[src/rtl/uart_rx_pkg.sv]
package uart_rx_pkg;
  localparam int DATA_W = 8;
  localparam int WORD_W = 12;
  localparam int FLG_FRM = 8;
  localparam int FLG_PAR = 9;
  localparam int FLG_BRK = 10;
  localparam int FLG_OVR = 11;

  typedef enum logic [2:0] {
    ST_IDLE,
    ST_START,
    ST_DATA,
    ST_PAR,
    ST_STOP
  } rx_state_e;

  typedef enum logic [1:0] {
    SK_DATA,
    SK_PAR,
    SK_STOP
  } samp_kind_e;
endpackage

[src/rtl/uart_rx_sync.sv]
module uart_rx_sync #(
  parameter int   STAGES  = 2,
  parameter logic RST_VAL = 1'b0
) (
  input  logic clk,
  input  logic rst_n,
  input  logic d,
  output logic q
);
  logic [STAGES-1:0] sh;

  always_ff @(posedge clk) begin
    if (!rst_n) sh <= {STAGES{RST_VAL}};
    else        sh <= {sh[STAGES-2:0], d};
  end

  assign q = sh[STAGES-1];
endmodule

[src/rtl/uart_rx_bitctl.sv]
module uart_rx_bitctl
  import uart_rx_pkg::*;
#(
  parameter int OVS = 16
) (
  input  logic       clk,
  input  logic       rst_n,
  input  logic       tick,
  input  logic       rx,
  input  logic [1:0] cfg_len,
  input  logic       cfg_pen,
  input  logic       cfg_podd,
  output logic       samp_stb,
  output samp_kind_e samp_kind,
  output logic       samp_bit,
  output logic [1:0] len_q,
  output logic       pen_q,
  output logic       podd_q
);
  localparam int CNT_W = $clog2(OVS);
  localparam int HALF  = OVS / 2;
  localparam logic [CNT_W-1:0] CNT_HALF = CNT_W'(HALF - 1);
  localparam logic [CNT_W-1:0] CNT_FULL = CNT_W'(OVS - 1);

  rx_state_e        state;
  logic [CNT_W-1:0] cnt;
  logic [2:0]       bitn;
  logic             prev_hi;
  logic [2:0]       last_bit;

  assign last_bit = 3'd4 + {1'b0, len_q};

  always_ff @(posedge clk) begin
    if (!rst_n) begin
      state     <= ST_IDLE;
      cnt       <= '0;
      bitn      <= '0;
      prev_hi   <= 1'b0;
      len_q     <= 2'd3;
      pen_q     <= 1'b0;
      podd_q    <= 1'b0;
      samp_stb  <= 1'b0;
      samp_kind <= SK_DATA;
      samp_bit  <= 1'b0;
    end else begin
      samp_stb <= 1'b0;
      if (tick) begin
        unique case (state)
          ST_IDLE: begin
            prev_hi <= rx;
            if (prev_hi && !rx) begin
              state  <= ST_START;
              cnt    <= '0;
              len_q  <= cfg_len;
              pen_q  <= cfg_pen;
              podd_q <= cfg_podd;
            end
          end
          ST_START: begin
            if (cnt == CNT_HALF) begin
              cnt  <= '0;
              bitn <= '0;
              if (rx) begin
                state   <= ST_IDLE;
                prev_hi <= 1'b1;
              end else begin
                state <= ST_DATA;
              end
            end else begin
              cnt <= cnt + 1'b1;
            end
          end
          ST_DATA, ST_PAR, ST_STOP: begin
            if (cnt == CNT_FULL) begin
              cnt      <= '0;
              samp_stb <= 1'b1;
              samp_bit <= rx;
              if (state == ST_DATA) begin
                samp_kind <= SK_DATA;
                if (bitn == last_bit) state <= pen_q ? ST_PAR : ST_STOP;
                else                  bitn  <= bitn + 1'b1;
              end else if (state == ST_PAR) begin
                samp_kind <= SK_PAR;
                state     <= ST_STOP;
              end else begin
                samp_kind <= SK_STOP;
                state     <= ST_IDLE;
                prev_hi   <= rx;
              end
            end else begin
              cnt <= cnt + 1'b1;
            end
          end
          default: state <= ST_IDLE;
        endcase
      end
    end
  end
endmodule

[src/rtl/uart_rx_frame.sv]
module uart_rx_frame
  import uart_rx_pkg::*;
(
  input  logic              clk,
  input  logic              rst_n,
  input  logic              samp_stb,
  input  samp_kind_e        samp_kind,
  input  logic              samp_bit,
  input  logic [1:0]        len_q,
  input  logic              podd_q,
  input  logic              word_ready,
  output logic              word_valid,
  output logic [WORD_W-1:0] word_data,
  output logic              ovr_pend
);
  logic [DATA_W-1:0] shreg;
  logic [DATA_W-1:0] aligned;
  logic              par_err;
  logic              any_one;
  logic              par_exp;
  logic              brk;

  assign aligned = shreg >> (2'd3 - len_q);
  assign par_exp = (^aligned) ^ podd_q;
  assign brk     = !any_one && !samp_bit;

  always_ff @(posedge clk) begin
    if (!rst_n) begin
      shreg      <= '0;
      par_err    <= 1'b0;
      any_one    <= 1'b0;
      word_valid <= 1'b0;
      word_data  <= '0;
      ovr_pend   <= 1'b0;
    end else begin
      word_valid <= 1'b0;
      if (word_valid) ovr_pend <= !word_ready;
      if (samp_stb) begin
        unique case (samp_kind)
          SK_DATA: begin
            shreg   <= {samp_bit, shreg[DATA_W-1:1]};
            any_one <= any_one | samp_bit;
          end
          SK_PAR: begin
            par_err <= (samp_bit != par_exp);
            any_one <= any_one | samp_bit;
          end
          SK_STOP: begin
            word_valid <= 1'b1;
            word_data  <= {ovr_pend, brk, par_err, !samp_bit, aligned};
            shreg      <= '0;
            par_err    <= 1'b0;
            any_one    <= 1'b0;
          end
          default: ;
        endcase
      end
    end
  end
endmodule

[src/rtl/uart_rx.sv]
module uart_rx
  import uart_rx_pkg::*;
#(
  parameter int OVS         = 16,
  parameter int SYNC_STAGES = 2
) (
  input  logic        clk,
  input  logic        rst_n,
  input  logic        tick16,
  input  logic        rx_in,
  input  logic [1:0]  cfg_len,
  input  logic        cfg_par_en,
  input  logic        cfg_par_odd,
  input  logic        word_ready,
  output logic        word_valid,
  output logic [11:0] word_data
);
  logic       rx_s;
  logic       samp_stb;
  samp_kind_e samp_kind;
  logic       samp_bit;
  logic [1:0] len_q;
  logic       pen_q;
  logic       podd_q;
  logic       ovr_pend;

  uart_rx_sync #(.STAGES(SYNC_STAGES), .RST_VAL(1'b0)) u_sync (
    .clk(clk), .rst_n(rst_n), .d(rx_in), .q(rx_s)
  );

  uart_rx_bitctl #(.OVS(OVS)) u_ctl (
    .clk(clk), .rst_n(rst_n), .tick(tick16), .rx(rx_s),
    .cfg_len(cfg_len), .cfg_pen(cfg_par_en), .cfg_podd(cfg_par_odd),
    .samp_stb(samp_stb), .samp_kind(samp_kind), .samp_bit(samp_bit),
    .len_q(len_q), .pen_q(pen_q), .podd_q(podd_q)
  );

  uart_rx_frame u_frm (
    .clk(clk), .rst_n(rst_n), .samp_stb(samp_stb), .samp_kind(samp_kind),
    .samp_bit(samp_bit), .len_q(len_q), .podd_q(podd_q),
    .word_ready(word_ready), .word_valid(word_valid), .word_data(word_data),
    .ovr_pend(ovr_pend)
  );
endmodule

[config.mk]
export PLATFORM = sky130hd
export DESIGN_NAME = uart_rx
export DESIGN_NICKNAME = d
export VERILOG_FILES = /design/src/rtl/uart_rx_pkg.sv /design/src/rtl/uart_rx_sync.sv /design/src/rtl/uart_rx_bitctl.sv /design/src/rtl/uart_rx_frame.sv /design/src/rtl/uart_rx.sv
export SDC_FILE = /design/constraint.sdc
export NUM_CORES = 1
export LEC_CHECK = 0
export CAP_MARGIN = 10
export CORE_MARGIN = 2
export CORE_UTILIZATION = 35
export CTS_CLUSTER_DIAMETER = 60
export CTS_CLUSTER_SIZE = 12
export DETAILED_ROUTE_END_ITERATION = 7
export GPL_ROUTABILITY_DRIVEN = 0
export HOLD_SLACK_MARGIN = 0.08
export PLACE_DENSITY = 0.63
export SYNTH_ARGS = -nofsm -noshare
export SYNTH_HDL_FRONTEND = slang
export SYNTH_SLANG_ARGS = --single-unit
export TNS_END_PERCENT = 5
[constraint.sdc]
create_clock -name clk -period 5.6 [get_ports clk]
set_input_delay 1.68 -clock clk [delete_from_list [all_inputs] [get_ports clk]]
set_output_delay 1.68 -clock clk [all_outputs]
set_load 0.03 [all_outputs]
# After elaboration in Yosys (flattened, before gate mapping)
# Cells that the tools add are included.
# Widths: inputs -> output; s select.
# classes
n_addsub	4
eq_ne	19
n_shift	1
mux	31
bitwise_logic	2
reduce_logical	28
# op_table
operator	count
$mux 3	11
$pmux 8 s2	1
$mux 4	3
$pmux 4 s3	1
$reduce_and 3->1	4
$reduce_and 2->1	5
$pmux 3 s3	1
$ne 2x1->1 const B	4
$ne 2x2->1 const B	4
$reduce_bool 2->1	4
$reduce_xor 8->1	1
$shr 8x2->8	1
$mux 1	7
$reduce_and 7->1	1
$eq 3x2->1 const B	2
$mux 2	3
$pmux 3 s2	1
$reduce_and 6->1	1
$reduce_and 5->1	1
$add 4x1->4 const B	1
$eq 4x3->1 const B	1
$eq 4x4->1 const B	1
$logic_not 1->1	4
$pmux 1 s2	2
19 further kinds	20
# totals
reg_bits	45
in_bits	9
output_inout_bits	13
word_cells	102

# Logic depth before layout (Yosys ltp)
# depth
word_depth	6
ltp_mapped	7
ltp_nobuf	6

# Hierarchy
# Synthesis repeated with hierarchy kept, for this count alone.
# unflattened
cells_unflattened	257
hier_area_um2	2220.9
# modules_own_cells
mod	instances	cells_per_inst	area_each_um2	seq_area_each_um2
uart_rx_frame	1	128	1184.9	480.5
uart_rx_bitctl	1	125	983.4	380.4
uart_rx_sync	1	4	52.6	40.0

# Least setup slack after synthesis
# No wires, ideal clock.
# synth_timing
path_type	input to register
start	input port rst_n
end	register u_frm.par_err
setup_time_ps	79
arrival_time_ps	2561
t_required_ps	5521
slack_ps	2960
stages	5
path_buffers	1
cell_sequence	clkbuf_1 -> clkinv_1 -> nor3_1 -> nand2b_1 -> o211ai_1
# synth_lines
item	line_no	text
start, declared	uart_rx.sv:8	input logic rst_n,
end signal, assigned	uart_rx_frame.sv:45	par_err <= (samp_bit != par_exp);
end, declared	uart_rx_frame.sv:18	logic par_err;

==> report_table.html <==
<table>
<tr><th>Metric</th><th>Value</th></tr>
<tr><th colspan="2">Worst setup path</th></tr>
<tr><td>Path depth of the worst reg2reg path</td><td>5</td></tr>
<tr><td>Setup Crit Path Kind</td><td>in2reg</td></tr>
<tr><td>Register-to-register setup slack</td><td>around 3.5 ns</td></tr>
<tr><td>Arrival @ worst endpoint</td><td>roughly 3.4 ns</td></tr>
<tr><td>FF-to-FF End</td><td>u_frm.par_err</td></tr>
<tr><td>Crit start category</td><td>input port</td></tr>
<tr><td>CP max FO</td><td>18</td></tr>
<tr><td>Nature of the critical path endpoint</td><td>flip-flop</td></tr>
<tr><td>Data required time at the worst endpoint</td><td>a little under 6 ns</td></tr>
<tr><td>Critical R2R Launch</td><td>u_ctl.len_q[0]</td></tr>
<tr><th colspan="2">Global routing</th></tr>
<tr><td>Number of antenna violations at the first check in global routing</td><td>0</td></tr>
<tr><td>Total routing resource utilization after global routing</td><td>a little over an eighth</td></tr>
<tr><td>Via count of the first global-routing pass</td><td>about 1700</td></tr>
<tr><td>Pin count of the biggest net entering global routing</td><td>20</td></tr>
<tr><td>GRT overflow</td><td>0</td></tr>
<tr><td>First-pass GRT wire length</td><td>roughly 7.7 mm</td></tr>
<tr><th colspan="2">Finish</th></tr>
<tr><td>Fraction of layout cells with a size suffix above 1</td><td>a little over 6%</td></tr>
<tr><td>Number of diodes added for antenna fixing</td><td>0</td></tr>
<tr><td>Fill cell count</td><td>650</td></tr>
<tr><td>Layout Nets</td><td>290</td></tr>
<tr><td>Synthesis-to-finish area growth</td><td>14.9%</td></tr>
<tr><th colspan="2">Hold path</th></tr>
<tr><td>Worst Hold Class</td><td>reg2reg</td></tr>
<tr><td>Hold-critical path depth</td><td>1</td></tr>
<tr><td>Min-Delay Endpoint</td><td>u_sync.sh[1]</td></tr>
<tr><td>Worst Hold Launch</td><td>u_sync.sh[0]</td></tr>
<tr><th colspan="2">Synth</th></tr>
<tr><td>Count of mapped cells out of synthesis</td><td>265</td></tr>
<tr><td>Top cells by area, synth</td><td>sky130_fd_sc_hd__dfxtp_1 (40%), sky130_fd_sc_hd__a21oi_1 (6.4%), sky130_fd_sc_hd__nand2_1 (5.1%)</td></tr>
<tr><td>Avg Synthesized Cell Area</td><td>approximately 8.6 µm²</td></tr>
<tr><td>Sequential cell area fraction in the yosys report</td><td>between 30% and 40%</td></tr>
<tr><td>Top-count cell post-synth</td><td>sky130_fd_sc_hd__dfxtp_1</td></tr>
<tr><td>Combined area of all synthesized cells</td><td>between 2000 and 2500 µm²</td></tr>
<tr><td>Cell variety after synth</td><td>44</td></tr>
<tr><td>Predominant post-synthesis flop cell</td><td>sky130_fd_sc_hd__dfxtp_1</td></tr>
<tr><td>Ranking of synthesized cells by instance count</td><td>sky130_fd_sc_hd__dfxtp_1 (45), sky130_fd_sc_hd__nand2_1 (31), sky130_fd_sc_hd__a21oi_1 (29)</td></tr>
<tr><td>Synth area leader</td><td>sky130_fd_sc_hd__dfxtp_1</td></tr>
<tr><td>Fraction of registers with async set or reset after synthesis</td><td>0%</td></tr>
<tr><td>Syn nets</td><td>~280</td></tr>
<tr><td>Number of enable-type register cells in the synthesized netlist</td><td>0</td></tr>
<tr><td>Register bit count reported by yosys</td><td>between 40 and 50</td></tr>
<tr><td>Top cell type's share of synthesized area</td><td>between 30% and 40%</td></tr>
<tr><td>Synth warnings</td><td>0</td></tr>
<tr><th colspan="2">Routing</th></tr>
<tr><td>Routed Wire Length</td><td>~4.4 mm</td></tr>
<tr><td>Remaining design rule violation count</td><td>0</td></tr>
<tr><td>DR iter-0 viols</td><td>155</td></tr>
<tr><td>Via density per instance</td><td>about 5.2</td></tr>
<tr><td>Wire length per cell</td><td>12.4 µm</td></tr>
<tr><td>Remaining antenna violation count after routing</td><td>0</td></tr>
<tr><td>Total number of vias</td><td>~1900</td></tr>
<tr><td>DR pass1 iterations</td><td>5</td></tr>
<tr><th colspan="2">Power</th></tr>
<tr><td>Sum of internal, switching and leakage power</td><td>approximately 570 µW</td></tr>
<tr><td>PD cells</td><td>219 nW/µm²</td></tr>
<tr><td>Leakage power total</td><td>between 0.0009 and 0.001 µW</td></tr>
<tr><td>Worst supply voltage drop on vdd</td><td>0.113 mV</td></tr>
<tr><th colspan="2">Floorplanning</th></tr>
<tr><td>Area of the core region</td><td>6310 µm²</td></tr>
<tr><td>Standard-cell row count</td><td>29</td></tr>
<tr><td>Initial core utilization</td><td>between 30% and 40%</td></tr>
<tr><td>Die H</td><td>between 80 and 90 µm</td></tr>
<tr><td>Floorplan die area</td><td>a little over 7000 µm²</td></tr>
<tr><td>I/O pin total</td><td>22</td></tr>
<tr><td>Die outline width</td><td>approximately 84 µm</td></tr>
<tr><th colspan="2">Clock tree</th></tr>
<tr><td>Worst-case clock buffer depth</td><td>2</td></tr>
<tr><td>Cell at the root of the clock tree</td><td>sky130_fd_sc_hd__clkbuf_8</td></tr>
<tr><td>CTS sink count</td><td>45</td></tr>
<tr><td>Clock H-tree levels</td><td>2</td></tr>
<tr><td>TritonCTS clock tree</td><td>built</td></tr>
<tr><td>Insertion delay to the later sink of the worst-skew pair</td><td>roughly 0.30 ns</td></tr>
<tr><td>Number of cells upsized or downsized after cts</td><td>0</td></tr>
<tr><td>Count of buffers added by post-CTS timing repair for setup</td><td>0</td></tr>
<tr><td>CTS Buf Count</td><td>5</td></tr>
<tr><td>Clock-pin transition on the worst setup and hold timing paths</td><td>roughly 0.090 ns</td></tr>
<tr><td>Count of hold buffers inserted by post-cts repair</td><td>0</td></tr>
<tr><th colspan="2">Placed design</th></tr>
<tr><td>Detailed placement HPWL</td><td>roughly 3.1 mm</td></tr>
<tr><td>Number of I/O port buffers</td><td>21</td></tr>
<tr><th colspan="2">Timing</th></tr>
<tr><td>Final Hold Vio Count</td><td>0</td></tr>
<tr><td>Final-report setup violation count</td><td>0</td></tr>
<tr><td>Max-slew violation count</td><td>0</td></tr>
<tr><td>Tightest Pin Transition</td><td>0.716 ns</td></tr>
<tr><td>Worst slew margin relative to its limit</td><td>a little over half</td></tr>
<tr><td>Peak Freq</td><td>between 300 and 400 MHz</td></tr>
<tr><td>Setup_tns</td><td>0 ns</td></tr>
<tr><td>Final hold slack</td><td>approximately 0.45 ns</td></tr>
<tr><td>Period minus WS final</td><td>about 3.2 ns</td></tr>
<tr><td>Unrepaired setup endpoints after global routing</td><td>false</td></tr>
<tr><td>Fraction of the cycle the final worst path needs</td><td>between 50% and 60%</td></tr>
<tr><td>Worst clock skew on the final layout</td><td>about 0.0060 ns</td></tr>
<tr><th colspan="2">Run</th></tr>
<tr><td>Max-cap check violation count</td><td>0</td></tr>
<tr><th colspan="2">Outcome</th></tr>
<tr><td>Result of the run</td><td>completed</td></tr>
</table>
[cell families (layout without fill, tap and decap cells)]
logic type      count (synthesis)  count (layout)  share of synthesized area [%]
buf+inv                        26              39                           4.69
xor+xnor                       13              13                           5.63
compound gates                 58              58                           16.5
fa+ha+maj                       4               4                           2.21
mux                            14              14                           7.84
flops                          45              45                           39.8
simple gates                  105             105                           23.4
[registers in the layout (all words and copies together) (netlist names), 2 cells and up]
name,flops
u_ctl.state,3
u_ctl.len_q,2
u_frm.shreg,8
u_frm.word_data,12
u_ctl.cnt,4
u_ctl.samp_kind,2
u_ctl.bitn,3
u_sync.sh,2
[metal layers]
metal	track usage (%)	share of wire [%]
met5	0	0
met1	17.2	49
met2	21.1	45
met3	3.15	4.7
met4	5.48	1.7
[cell type report]
type,instances,area (µm²),area share (%)
clock buffer,6,82.6,3.17
sequential,45,901,34.6
inverter,9,33.8,1.30
multi-input combinational,194,1260,48.3
clock inverter,2,13.8,0.529
tap,77,96.3,3.70
timing repair buffer,22,218,8.36
[power by group]
part / switching (µW) / total, µW / internal [µW] / leakage [µW]
Sequential: 5.99 / 329 / 323 / 0.000363
Combinational: 17.3 / 32.9 / 15.6 / 0.000528
Clock: 108 / 208 / 100 / 0.0000512
Total: 132 / 570 / 438 / 0.000942
[cell usage in the layout, fill, tap and decap left out, types with 4 or more instances in the layout]
master	instances
sky130_fd_sc_hd__o21ai_0	9
sky130_fd_sc_hd__clkdlybuf4s50_1	21
sky130_fd_sc_hd__nor3b_1	10
sky130_fd_sc_hd__and2_1	4
sky130_fd_sc_hd__a21oi_1	29
sky130_fd_sc_hd__inv_1	8
sky130_fd_sc_hd__ha_1	4
sky130_fd_sc_hd__dfxtp_1	45
sky130_fd_sc_hd__nand4_1	4
sky130_fd_sc_hd__nand3_1	4
sky130_fd_sc_hd__xnor2_1	9
sky130_fd_sc_hd__nand2_1	31
sky130_fd_sc_hd__nor2_1	28
sky130_fd_sc_hd__nor3_1	6
sky130_fd_sc_hd__mux2i_1	11
sky130_fd_sc_hd__clkbuf_8	6
sky130_fd_sc_hd__nor2b_1	6
[worst max-delay path, stage by stage]
cell,delay [ns]
sky130_fd_sc_hd__clkdlybuf4s50_1,0.65
sky130_fd_sc_hd__clkinv_1,0.48
sky130_fd_sc_hd__nor3_1,0.38
sky130_fd_sc_hd__nand2b_1,0.08
sky130_fd_sc_hd__o211ai_1,0.14
[stage by stage]
stage                     setup slack, ns  std cells  instance area (µm²)  util [%]
after floorplan                      2.96        265                 2270         -
after global placement               2.10        347                 2510      39.7
after detailed placement             2.06        347                 2510      39.7
after CTS                            2.36        355                 2600      41.2
after global routing                 2.24        355                 2600      41.2
final                                2.40        355                 2600      41.2
[worst max path at each step]
| stage | from | to | slack, ns | cells after the start |
|---|---|---|---|---|
| 2_1_floorplan | rst_n | u_frm.par_err | 2.96 | 5 |
| 4_1_cts | rst_n | u_frm.par_err | 2.36 | 5 |
| 3_5_place_dp | rst_n | u_frm.par_err | 2.06 | 5 |
| 3_3_place_gp | rst_n | u_frm.par_err | 2.10 | 5 |
| 6_report | rst_n | u_frm.par_err | 2.40 | 5 |
| 5_1_grt | rst_n | u_ctl.prev_hi | 2.24 | 4 |
(Power assumes the default switching activity.)
